`config.mk`:
```
export PLATFORM = sky130hd
export DESIGN_NAME = fetch_status_ctrl
export DESIGN_NICKNAME = d
export VERILOG_FILES = /design/src/rtl/fsc_pkg.sv /design/src/rtl/fsc_stall_flags.sv /design/src/rtl/fsc_thread_fsm.sv /design/src/rtl/fsc_stage_act.sv /design/src/rtl/fetch_status_ctrl.sv
export SDC_FILE = /design/constraint.sdc
export NUM_CORES = 1
export LEC_CHECK = 0
export BUFFER_PORTS_ARGS = -buffer_cell sky130_fd_sc_hd__buf_2
export CORE_AREA = 2 2 189 191
export DETAILED_ROUTE_END_ITERATION = 8
export DIE_AREA = 0 0 191 193
export PLACE_DENSITY_LB_ADDON = 0.15
export SYNTH_ARGS = -nofsm -noshare
export SYNTH_HDL_FRONTEND = slang
export SYNTH_SLANG_ARGS = --single-unit
```
`constraint.sdc`:
```
create_clock -name clk -period 2.55 [get_ports clk]
set_input_delay 0.51 -clock clk [delete_from_list [all_inputs] [get_ports clk]]
set_output_delay 0.51 -clock clk [all_outputs]
set_load 0.01 [all_outputs]
```
`src/rtl/fsc_pkg.sv`:
```
package fsc_pkg;

    localparam int NUM_STAGES = 4;
    localparam int STATE_W    = 4;
    localparam int EVT_W      = 3;

    typedef enum logic [STATE_W-1:0] {
        TS_RUN       = 4'd0,
        TS_IDLE      = 4'd1,
        TS_SQUASH    = 4'd2,
        TS_BLOCKED   = 4'd3,
        TS_WAIT_RESP = 4'd4,
        TS_WAIT_RTRY = 4'd5,
        TS_ACC_DONE  = 4'd6,
        TS_TRAP      = 4'd7,
        TS_QUIESCE   = 4'd8
    } tstate_e;

    typedef enum logic [EVT_W-1:0] {
        EV_NONE     = 3'd0,
        EV_MISS     = 3'd1,
        EV_NOSLOT   = 3'd2,
        EV_RETRY_OK = 3'd3,
        EV_RESP     = 3'd4,
        EV_FAULT    = 3'd5,
        EV_QUIESCE  = 3'd6,
        EV_WAKE     = 3'd7
    } fevt_e;

    function automatic logic keeps_stage_awake(tstate_e s);
        return (s == TS_RUN) || (s == TS_SQUASH) || (s == TS_ACC_DONE);
    endfunction

endpackage

```
`src/rtl/fsc_stall_flags.sv`:
```
module fsc_stall_flags #(
    parameter int NSTG = 4
) (
    input  logic            clk,
    input  logic            rst_n,
    input  logic            en_i,
    input  logic [NSTG-1:0] set_i,
    input  logic [NSTG-1:0] clr_i,
    output logic [NSTG-1:0] flags_o,
    output logic [NSTG-1:0] flags_nx_o
);

    logic [NSTG-1:0] flags_q;

    always_comb begin
        flags_nx_o = flags_q;
        if (en_i) begin
            flags_nx_o = (flags_q | set_i) & ~clr_i;
        end
    end

    always_ff @(posedge clk or negedge rst_n) begin
        if (!rst_n) begin
            flags_q <= '0;
        end else begin
            flags_q <= flags_nx_o;
        end
    end

    assign flags_o = flags_q;

    // an unblock strobe only arrives for a raised flag without its block strobe
    p_unblock_legal_r2: assert property (@(posedge clk) disable iff (!rst_n)
        (en_i && (clr_i != '0)) |-> (((clr_i & ~flags_q) == '0) && ((clr_i & set_i) == '0)));

    // a block strobe leaves its flag raised after the edge
    p_block_sets_r2: assert property (@(posedge clk) disable iff (!rst_n)
        (en_i && ((set_i & clr_i) == '0)) |=> ((flags_q & $past(set_i)) == $past(set_i)));

    // flags of an inactive thread stay put
    p_flags_hold_r14: assert property (@(posedge clk) disable iff (!rst_n)
        !en_i |=> $stable(flags_q));

endmodule

```
`src/rtl/fsc_thread_fsm.sv`:
```
module fsc_thread_fsm
    import fsc_pkg::*;
#(
    parameter int PC_W  = 32,
    parameter int UPC_W = 8
) (
    input  logic             clk,
    input  logic             rst_n,
    input  logic             en_i,
    input  logic             stalled_i,
    input  logic             cmt_sq_i,
    input  logic [PC_W-1:0]  cmt_pc_i,
    input  logic [PC_W-1:0]  cmt_npc_i,
    input  logic [UPC_W-1:0] cmt_upc_i,
    input  logic             rob_sq_i,
    input  logic             dec_sq_i,
    input  logic [PC_W-1:0]  dec_pc_i,
    input  logic [PC_W-1:0]  dec_npc_i,
    input  logic [UPC_W-1:0] dec_upc_i,
    input  fevt_e            evt_i,
    input  logic             sel_i,
    output tstate_e          state_o,
    output tstate_e          state_nx_o,
    output logic [PC_W-1:0]  pc_o,
    output logic [PC_W-1:0]  npc_o,
    output logic [UPC_W-1:0] upc_o
);

    tstate_e          st_q, st_nx;
    logic [PC_W-1:0]  pc_q, pc_nx, npc_q, npc_nx;
    logic [UPC_W-1:0] upc_q, upc_nx;

    // Next-state process: fixed rule chain, then fetch events
    always_comb begin
        st_nx  = st_q;
        pc_nx  = pc_q;
        npc_nx = npc_q;
        upc_nx = upc_q;
        if (en_i) begin
            if (cmt_sq_i) begin
                st_nx  = TS_SQUASH;
                pc_nx  = cmt_pc_i;
                npc_nx = cmt_npc_i;
                upc_nx = cmt_upc_i;
            end else if (rob_sq_i) begin
                st_nx = TS_SQUASH;
            end else if (dec_sq_i && (st_q != TS_SQUASH)) begin
                st_nx  = TS_SQUASH;
                pc_nx  = dec_pc_i;
                npc_nx = dec_npc_i;
                upc_nx = dec_upc_i;
            end else if (stalled_i && (st_q != TS_WAIT_RESP) && (st_q != TS_WAIT_RTRY)) begin
                st_nx = TS_BLOCKED;
            end else if ((st_q == TS_BLOCKED) || (st_q == TS_SQUASH)) begin
                st_nx = TS_RUN;
            end else begin
                unique case (st_q)
                    TS_RUN: begin
                        if (evt_i == EV_MISS)         st_nx = TS_WAIT_RESP;
                        else if (evt_i == EV_NOSLOT)  st_nx = TS_WAIT_RTRY;
                        else if (evt_i == EV_FAULT)   st_nx = TS_TRAP;
                        else if (evt_i == EV_QUIESCE) st_nx = TS_QUIESCE;
                    end
                    TS_WAIT_RTRY: begin
                        if (evt_i == EV_RETRY_OK) st_nx = TS_WAIT_RESP;
                    end
                    TS_WAIT_RESP: begin
                        if (evt_i == EV_RESP) st_nx = stalled_i ? TS_BLOCKED : TS_ACC_DONE;
                    end
                    TS_ACC_DONE: begin
                        if (sel_i) st_nx = TS_RUN;
                    end
                    TS_TRAP: begin
                        if (evt_i == EV_WAKE) st_nx = TS_IDLE;
                    end
                    TS_QUIESCE: begin
                        if (evt_i == EV_WAKE) st_nx = TS_RUN;
                    end
                    default: st_nx = st_q;
                endcase
            end
        end
    end

    // State register process
    always_ff @(posedge clk or negedge rst_n) begin
        if (!rst_n) begin
            st_q  <= TS_RUN;
            pc_q  <= '0;
            npc_q <= '0;
            upc_q <= '0;
        end else begin
            st_q  <= st_nx;
            pc_q  <= pc_nx;
            npc_q <= npc_nx;
            upc_q <= upc_nx;
        end
    end

    // Output process
    always_comb begin
        state_o    = st_q;
        state_nx_o = st_nx;
        pc_o       = pc_q;
        npc_o      = npc_q;
        upc_o      = upc_q;
    end

    p_cmt_redirect_r4: assert property (@(posedge clk) disable iff (!rst_n)
        (en_i && cmt_sq_i) |=> ((st_q == TS_SQUASH) && (pc_q == $past(cmt_pc_i))
                                && (npc_q == $past(cmt_npc_i)) && (upc_q == $past(cmt_upc_i))));

    p_rob_hold_r5: assert property (@(posedge clk) disable iff (!rst_n)
        (en_i && !cmt_sq_i && rob_sq_i) |=> ((st_q == TS_SQUASH) && $stable(pc_q)));

    p_inflight_kept_r7: assert property (@(posedge clk) disable iff (!rst_n)
        (en_i && !cmt_sq_i && !rob_sq_i && !dec_sq_i && (evt_i == EV_NONE)
         && ((st_q == TS_WAIT_RESP) || (st_q == TS_WAIT_RTRY))) |=> $stable(st_q));

    p_consume_r11: assert property (@(posedge clk) disable iff (!rst_n)
        (en_i && !cmt_sq_i && !rob_sq_i && !dec_sq_i && !stalled_i && sel_i
         && (st_q == TS_ACC_DONE)) |=> (st_q == TS_RUN));

    p_inactive_hold_r14: assert property (@(posedge clk) disable iff (!rst_n)
        !en_i |=> ($stable(st_q) && $stable(pc_q) && $stable(npc_q) && $stable(upc_q)));

endmodule

```
`src/rtl/fsc_stage_act.sv`:
```
module fsc_stage_act #(
    parameter int NT = 2
) (
    input  logic          clk,
    input  logic          rst_n,
    input  logic [NT-1:0] awake_i,
    output logic          active_o,
    output logic          wake_o,
    output logic          sleep_o
);

    logic act_q, wake_q, sleep_q;
    logic act_nx;

    always_comb begin
        act_nx = |awake_i;
    end

    always_ff @(posedge clk or negedge rst_n) begin
        if (!rst_n) begin
            act_q   <= 1'b1;
            wake_q  <= 1'b0;
            sleep_q <= 1'b0;
        end else begin
            act_q   <= act_nx;
            wake_q  <= act_nx & ~act_q;
            sleep_q <= ~act_nx & act_q;
        end
    end

    assign active_o = act_q;
    assign wake_o   = wake_q;
    assign sleep_o  = sleep_q;

    p_pulse_excl_r13: assert property (@(posedge clk) disable iff (!rst_n)
        $onehot0({wake_q, sleep_q}));

    p_wake_edge_r13: assert property (@(posedge clk) disable iff (!rst_n)
        (|awake_i) |=> (act_q && (wake_q == !$past(act_q))));

    p_sleep_edge_r13: assert property (@(posedge clk) disable iff (!rst_n)
        !(|awake_i) |=> (!act_q && (sleep_q == $past(act_q))));

endmodule

```
`src/rtl/fetch_status_ctrl.sv`:
```
module fetch_status_ctrl
    import fsc_pkg::*;
#(
    parameter int NT    = 2,
    parameter int PC_W  = 32,
    parameter int UPC_W = 8
) (
    input  logic                        clk,
    input  logic                        rst_n,
    input  logic [NT-1:0]               thr_active_i,
    input  logic [NT*NUM_STAGES-1:0]    blk_i,
    input  logic [NT*NUM_STAGES-1:0]    unblk_i,
    input  logic                        ctx_switch_i,
    input  logic [NT-1:0]               cmt_squash_i,
    input  logic [NT*PC_W-1:0]          cmt_pc_i,
    input  logic [NT*PC_W-1:0]          cmt_npc_i,
    input  logic [NT*UPC_W-1:0]         cmt_upc_i,
    input  logic [NT-1:0]               rob_squashing_i,
    input  logic [NT-1:0]               dec_squash_i,
    input  logic [NT*PC_W-1:0]          dec_pc_i,
    input  logic [NT*PC_W-1:0]          dec_npc_i,
    input  logic [NT*UPC_W-1:0]         dec_upc_i,
    input  logic [NT*EVT_W-1:0]         fetch_evt_i,
    input  logic [NT-1:0]               fetch_sel_i,
    output logic [NT*STATE_W-1:0]       thr_state_o,
    output logic [NT*PC_W-1:0]          thr_pc_o,
    output logic [NT*PC_W-1:0]          thr_npc_o,
    output logic [NT*UPC_W-1:0]         thr_upc_o,
    output logic [NT*NUM_STAGES-1:0]    stall_flags_o,
    output logic                        stage_active_o,
    output logic                        stage_wake_o,
    output logic                        stage_sleep_o
);

    localparam int NS = NUM_STAGES;

    logic [NT-1:0] awake;

    for (genvar t = 0; t < NT; t++) begin : g_thr
        logic [NS-1:0] flags_nx;
        logic          stalled;
        tstate_e       st, st_nx;

        fsc_stall_flags #(.NSTG(NS)) u_flags (
            .clk        (clk),
            .rst_n      (rst_n),
            .en_i       (thr_active_i[t]),
            .set_i      (blk_i[t*NS +: NS]),
            .clr_i      (unblk_i[t*NS +: NS]),
            .flags_o    (stall_flags_o[t*NS +: NS]),
            .flags_nx_o (flags_nx)
        );

        assign stalled = ctx_switch_i | (|flags_nx);

        fsc_thread_fsm #(.PC_W(PC_W), .UPC_W(UPC_W)) u_fsm (
            .clk        (clk),
            .rst_n      (rst_n),
            .en_i       (thr_active_i[t]),
            .stalled_i  (stalled),
            .cmt_sq_i   (cmt_squash_i[t]),
            .cmt_pc_i   (cmt_pc_i[t*PC_W +: PC_W]),
            .cmt_npc_i  (cmt_npc_i[t*PC_W +: PC_W]),
            .cmt_upc_i  (cmt_upc_i[t*UPC_W +: UPC_W]),
            .rob_sq_i   (rob_squashing_i[t]),
            .dec_sq_i   (dec_squash_i[t]),
            .dec_pc_i   (dec_pc_i[t*PC_W +: PC_W]),
            .dec_npc_i  (dec_npc_i[t*PC_W +: PC_W]),
            .dec_upc_i  (dec_upc_i[t*UPC_W +: UPC_W]),
            .evt_i      (fevt_e'(fetch_evt_i[t*EVT_W +: EVT_W])),
            .sel_i      (fetch_sel_i[t]),
            .state_o    (st),
            .state_nx_o (st_nx),
            .pc_o       (thr_pc_o[t*PC_W +: PC_W]),
            .npc_o      (thr_npc_o[t*PC_W +: PC_W]),
            .upc_o      (thr_upc_o[t*UPC_W +: UPC_W])
        );

        assign thr_state_o[t*STATE_W +: STATE_W] = st;
        assign awake[t] = thr_active_i[t] & keeps_stage_awake(st_nx);
    end

    fsc_stage_act #(.NT(NT)) u_act (
        .clk      (clk),
        .rst_n    (rst_n),
        .awake_i  (awake),
        .active_o (stage_active_o),
        .wake_o   (stage_wake_o),
        .sleep_o  (stage_sleep_o)
    );

endmodule

```
==> results of run 1 <==
## worst paths after layout
kind	startpoint	endpoint	slack [ps]
min	rst_n	g_thr[1].u_fsm.npc_o[15]$_DFFE_PN0P_	30
max reg2reg	g_thr[0].u_fsm.state_o[2]$_DFF_PN0_	u_act.sleep_o$_DFF_PN0_	260
max	g_thr[0].u_fsm.state_o[2]$_DFF_PN0_	u_act.sleep_o$_DFF_PN0_	260
max in group asynchronous	rst_n	g_thr[0].u_fsm.upc_o[3]$_DFFE_PN0P_	1860
min reg2reg	g_thr[1].u_fsm.upc_o[0]$_DFFE_PN0P_	g_thr[1].u_fsm.upc_o[0]$_DFFE_PN0P_	520
min in group clk	unblk_i[0]	g_thr[0].u_flags.flags_o[0]$_DFF_PN0_	280
## cell families (layout without fill, tap and decap cells)
kind of cell	Yosys count	count (layout)
DFF	163	163
AOI/OAI and AO/OA	204	204
buffers and inverters	69	547
xor gates and xnor gates	2	2
and+or+nand+nor	204	204
muxes	144	144
## synthesized netlist by cell type (all sizes together) (2+ instances only)
cell type and instances:
nand3 6, and2 4, o21a 3, nand2 6, a31o 3, nand2b 2, o211a 2, dfrtp 162
a311oi 2, or4b 2, a31oi 3, mux2i 144, nor3b 2, nor2b 4, buf 17, inv 11
nand4 3, a21o 5, clkbuf 41, o211ai 3, xor2 2, nor2 158, nor3 4, a21oi 162
o22ai 2, o21ai 5, nor4b 5
## layout make-up
type / instances / area (sq um)
well taps: 461 / 577
multi-input cells: 554 / 3550
repair buffers: 504 / 2690
fillers: 3733 / 23400
flip-flops and latches: 163 / 4080
inverters: 11 / 41.3
clock buffers: 17 / 425
clock inverters: 15 / 180
## registers in the layout, summed over array words and instances, names as in the netlist
name	flops
g_thr.u_fsm.upc_o	16
g_thr.u_fsm.pc_o	64
u_act.active_o	1
g_thr.u_flags.flags_o	8
g_thr.u_fsm.npc_o	64
u_act.sleep_o	1
u_act.wake_o	1
g_thr.u_fsm.state_o	8
## layer usage
layer | vias to the layer above | wire length, um
li1 | 3697 | -
met5 | - | 13
met3 | 16 | 2210
met1 | 3373 | 10900
met4 | 2 | 369
met2 | 296 | 13700
## metrics by stage
step	instance area, sq um	setup slack [ps]
after detailed placement	10900	155
after CTS	11500	253
after floorplan	7900	423
final	11500	265
after global routing	11500	109
after global placement	10900	201
## worst max-delay path: cells and delay by family (launching register included)
family             cells  cell delay [ps]
and+or+nand+nor        3              910
AOI/OAI and AO/OA      3              810
DFF                    1              500
## power by group
part | internal (mW) | switching (mW)
Combinational | 0.788 | 0.983
Sequential | 2.96 | 0.193
Clock | 1.50 | 1.24
Total | 5.25 | 2.41
==> reports/metrics.yaml, run 1 <==
post_cts_buffers: 0
dieArea_sq_mm: 0.0369
synth_flop_cell: "dfrtp_1"
die_h_um: 193
grt_use_met2_pct: 25.3
synth_fp_nets: 1109
crit_path_max_incr_delay_ps: 610
final_common_cell: "buf_2"
ys_warn_count: 0
grt_pass1_wl_um: 39400
crit_fanout: 10
detail_route.vias_per_cell: 4.28
final_cell_mix: "buf_2, dfrtp_1, a21oi_1, nor2_1, mux2i_1"
async_flop_share_pct: 100
grt_pass1_vias: 7047
worstPathArrival_ps: 2650
syn_inst: 786
synth_compound_area_share_pct: 14.8
yosysTopAreaCellShare_pct: 51.3
drt_iter0_markers: 237
worstPathCellList: "or4b_4, a211oi_4, nand2_2, o32ai_2, a2111o_1, and4_1"
die_w_um: 191
timing.final.hold_violations: 0
rsz0062_at_grt: "no"
status: "finished, final reports clean"
totalWireLength_um: 27200
gp_congestion: 0.796
ys_types: 58
synth_edf_count: 0
num_vias: 7384
initial_core_util_pct: 22.6
drv_cap: 0
antenna_found_initial: 1
clk_pin_slew_ps: 70
drive_gt1_share_pct: 43.6
ys_seq_area_share_pct: 51.7
final_nets: 1574
post_cts_resized: 0
n_antenna_cell: 0
report.final.setup_viol: 0
stdcell_count: 1725
io_pins: 486
period_minus_slack_ps: 2290
use_met3_pct: 3.86
placement.io_buffers: 485
wl_per_cell_um: 15.8
core-area_sq_mm: 0.0350
leakagePower_nw: 5.77
skew_ps: 8.34
holdWs_ps: 31.4
cts_hold_buffers: 0
timing.slew.headroom_pct: 60.0
grtUsageTotal_pct: 14.1
clock_sinks: 163
synthXorXnorAreaFrac_pct: 0.222
num_rows: 69
maxSlewViolCount: 0
clock_path_buffers: 2
drc: 0
cts_root_buf: "clkbuf_16"
cts_tree: "done"
cp.required_ps: 2910
ctsHtreeMaxLevel: 4
yosys-mux-area-fraction_pct: 18.2
cts_buffers: 17
ys_ff_latch: 163
hold_class: "in -> async"
synth_top_family_by_area: "multiplexers"
avgSynthCellArea_sq_um: 10.0
clock_latency_ps: 430
ir_worst_vdd_v: 0.000427
drtPass1Iterations: 4
area_growth_pct: 46.1
synth_simple_gate_area_share_pct: 11.5
tightest_slew_ps: 598
top_usage_layer: "met2"
p_total_mw: 7.66
ys_top_cells_by_area: "dfrtp_1, mux2i_1, a21oi_1, nor2_1, clkbuf_1"
yosys.area.top_type: "dfrtp_1"
synth_fa_ha_area_share_pct: 0
antenna_left: 0
critPathLaunchType: "register"
finalSetupTns_ps: 0
grt_use_met1_pct: 16.4
period_share_pct: 89.6
grt_max_degree: 71
syn_area_sq_mm: 0.00790
timing.fmax_mhz: 438
dp_cells: 1693
crit_slowest_cell: "or4b_4"
final_util_pct: 33.0
path_class: "reg -> reg"
grt_overflow: 0
hpwlAfterDp_um: 21600
cp-end-kind: "register"
power.density_mw_per_mm2: 664
worst_r2r_path_depth: 6
Power figures use the tool's default switching activity.
==> inputs of run 2 (changes only) <==
--- a/config.mk
+++ b/config.mk
@@ -6,10 +6,10 @@
 export NUM_CORES = 1
 export LEC_CHECK = 0
 export BUFFER_PORTS_ARGS = -buffer_cell sky130_fd_sc_hd__buf_2
-export CORE_AREA = 2 2 189 191
+export CORE_AREA = 2 2 188 190
 export DETAILED_ROUTE_END_ITERATION = 8
-export DIE_AREA = 0 0 191 193
-export PLACE_DENSITY_LB_ADDON = 0.15
+export DIE_AREA = 0 0 190 192
+export GPL_TIMING_DRIVEN = 0
 export SYNTH_ARGS = -nofsm -noshare
 export SYNTH_HDL_FRONTEND = slang
 export SYNTH_SLANG_ARGS = --single-unit
==> constraint.sdc (replaced) <==
create_clock -name clk -period 2.9 [get_ports clk]
set_input_delay 0.58 -clock clk [delete_from_list [all_inputs] [get_ports clk]]
set_output_delay 0.58 -clock clk [all_outputs]
set_load 0.01 [all_outputs]
==> reports/metrics.yaml, run 2 (synthesis gave the netlist of run 1 again) <==
status: "finished, final reports clean"
dp_cells: 1725  # +1.9%
cp.required_ps: 3190  # +280 ps
worstPathArrival_ps: 2850  # +200 ps
tightest_slew_ps: 950  # +352 ps
power.density_mw_per_mm2: 587  # -12%
stdcell_count: 1756  # +1.8%
clk_pin_slew_ps: 60  # about the same
gp_congestion: 0.851  # +6.9%
leakagePower_nw: 5.77  # about the same
p_total_mw: 6.78  # -12%
wl_per_cell_um: 16.0  # +1.8%
clock_path_buffers: 2  # unchanged
maxSlewViolCount: 0  # unchanged
worst_path_most_repeated_cell: "clkbuf_1"
timing.slew.headroom_pct: 36.7  # -23 points
r2r-end: "g_thr[0].u_fsm.pc_o[17]$_DFFE_PN0P_"
drt_iter0_markers: 310  # +31%
drive_gt1_share_pct: 41.7  # -1.9 points
crit_start: "g_thr[0].u_fsm.state_o[1]$_DFF_PN0_"
period_share_pct: 88.2  # -1.4 points
clock_latency_ps: 440  # about the same
antenna_left: 0  # unchanged
cts_buffers: 17  # unchanged
post-place-ws_ps: -560  # -716 ps
cts_hold_buffers: 0  # unchanged
timing.final.hold_violations: 0  # unchanged
drtPass1Iterations: 4  # unchanged
totalWireLength_um: 28200  # +3.6%
crit_path_max_incr_delay_ps: 520  # -90 ps
grt_pass1_wl_um: 41300  # +4.7%
skew_ps: 7.61  # -0.728 ps
detail_route.vias_per_cell: 4.42  # +3.2%
core-area_sq_mm: 0.0343  # -1.9%
cp-end-kind: "register"
grt_overflow: 0  # unchanged
drv_cap: 0  # unchanged
grt_max_degree: 88  # +24%
reg2reg_from: "g_thr[0].u_fsm.state_o[1]$_DFF_PN0_"
cts_root_buf: "clkbuf_16"
hpwlAfterDp_um: 22800  # +5.4%
timing.fmax_mhz: 391  # -11%
die_h_um: 192  # -0.52%
final_nets: 1611  # +2.4%
die_w_um: 190  # -0.52%
crit_slowest_cell: "clkbuf_1"
area_growth_pct: 46.3  # about the same
crit_fanout: 10  # unchanged
cts_tree: "done"
placement.io_buffers: 483  # -0.41%
post_cts_buffers: 0  # unchanged
n_antenna_cell: 0  # unchanged
worstPathCellList: "buf_2, or4b_4, a31oi_1, nor2_2, clkbuf_1, clkbuf_1, a21oi_1"
critPathLaunchType: "register"
worst_r2r_path_depth: 7  # +1
dieArea_sq_mm: 0.0365  # -1.0%
holdWs_ps: 92.1  # +60.8 ps
ctsHtreeMaxLevel: 4  # unchanged
hold_class: "in -> async"
grt_pass1_vias: 7576  # +7.5%
grtUsageTotal_pct: 14.8  # +0.68 points
reg2reg_setup_slack_ps: 340  # +80 ps
final_cell_mix: "buf_2, dfrtp_1, a21oi_1, nor2_1, mux2i_1"
clock_sinks: 163  # unchanged
ir_worst_vdd_v: 0.000396  # -7.4%
final_common_cell: "buf_2"
report.final.setup_viol: 0  # unchanged
drc: 0  # unchanged
antenna_found_initial: 0  # -1
io_pins: 486  # unchanged
setup_slack_ps: 343  # +78.3 ps
num_rows: 68  # -1.4%
period_minus_slack_ps: 2560  # +272 ps
rsz0062_at_grt: "no"
num_vias: 7756  # +5.0%
initial_core_util_pct: 23.0  # +0.45 points
path_class: "reg -> reg"
-- run 2: cell count changes in the layout (fill, tap and decap cells not counted), moves of 2 or more --
cell	change
buf_1	+2
buf_12	-9
buf_2	+11
buf_4	-10
bufinv_16	+2
clkbuf_1	+42
clkbuf_8	+2
clkinv_2	+3
inv_6	-5
inv_8	-4
-- run 2: what timing repair did --
| item | 4_1_cts | 5_1_grt |
|---|---|---|
| setup endpoints to repair | 25 | 2 |
| hold endpoints to repair | 0 | 0 |
| gates cloned | 0 | 0 |
| resized for setup | 1 | 0 |
-- run 2: final cells by class --
cell class	count	area, sq um
inverter	11	41.3
clock inverter	12	175
tap	455	569
buffer	57	243
timing repair buffer	484	2450
fill	3564	22700
clock buffer	20	457
sequential	163	4080
multi-input combinational	554	3530
-- run 2: power breakdown --
| part | internal [mW] | leakage, nW | total (mW) | switching, mW |
|---|---|---|---|---|
| logic | 0.677 | 3.64 | 1.55 | 0.872 |
| registers | 2.61 | 1.82 | 2.79 | 0.183 |
| clock network | 1.49 | 0.315 | 2.44 | 0.948 |
-- run 2: routing by layer --
metal	up-vias	global-route usage, %	wire length, um
met4	0	5.66	501
met5	-	0	0
met2	347	25.9	14000
li1	3776	-	-
met3	24	3.49	1940
met1	3609	17.6	11700
-- run 2: worst max path at each step --
stage	to	slack, ps
floorplan	u_act.sleep_o$_DFF_PN0_	700
global placement	g_thr[1].u_fsm.npc_o[14]$_DFFE_PN0P_	-1370
detailed placement	g_thr[0].u_fsm.pc_o[13]$_DFFE_PN0P_	-560
CTS	g_thr[0].u_fsm.pc_o[13]$_DFFE_PN0P_	130
global route	g_thr[0].u_fsm.pc_o[18]$_DFFE_PN0P_	50
finish	g_thr[0].u_fsm.pc_o[17]$_DFFE_PN0P_	340
-- run 2: critical path: cells and delay by family (launching register included) --
family / cells / cell delay (ps)
flops: 1 / 370
simple gates: 2 / 610
compound gates: 2 / 230
buf+inv: 3 / 1190
-- run 2: per-stage QoR --
stage | cell area (sq um) | utilization (%) | TNS, ps
after global routing | 11600 | 33.7 | 0
after detailed placement | 10900 | 31.9 | -28520
after CTS | 11600 | 33.7 | 0
after global placement | 10900 | 31.7 | -241190
after floorplan | 7900 | - | 0
final | 11600 | 33.7 | 0
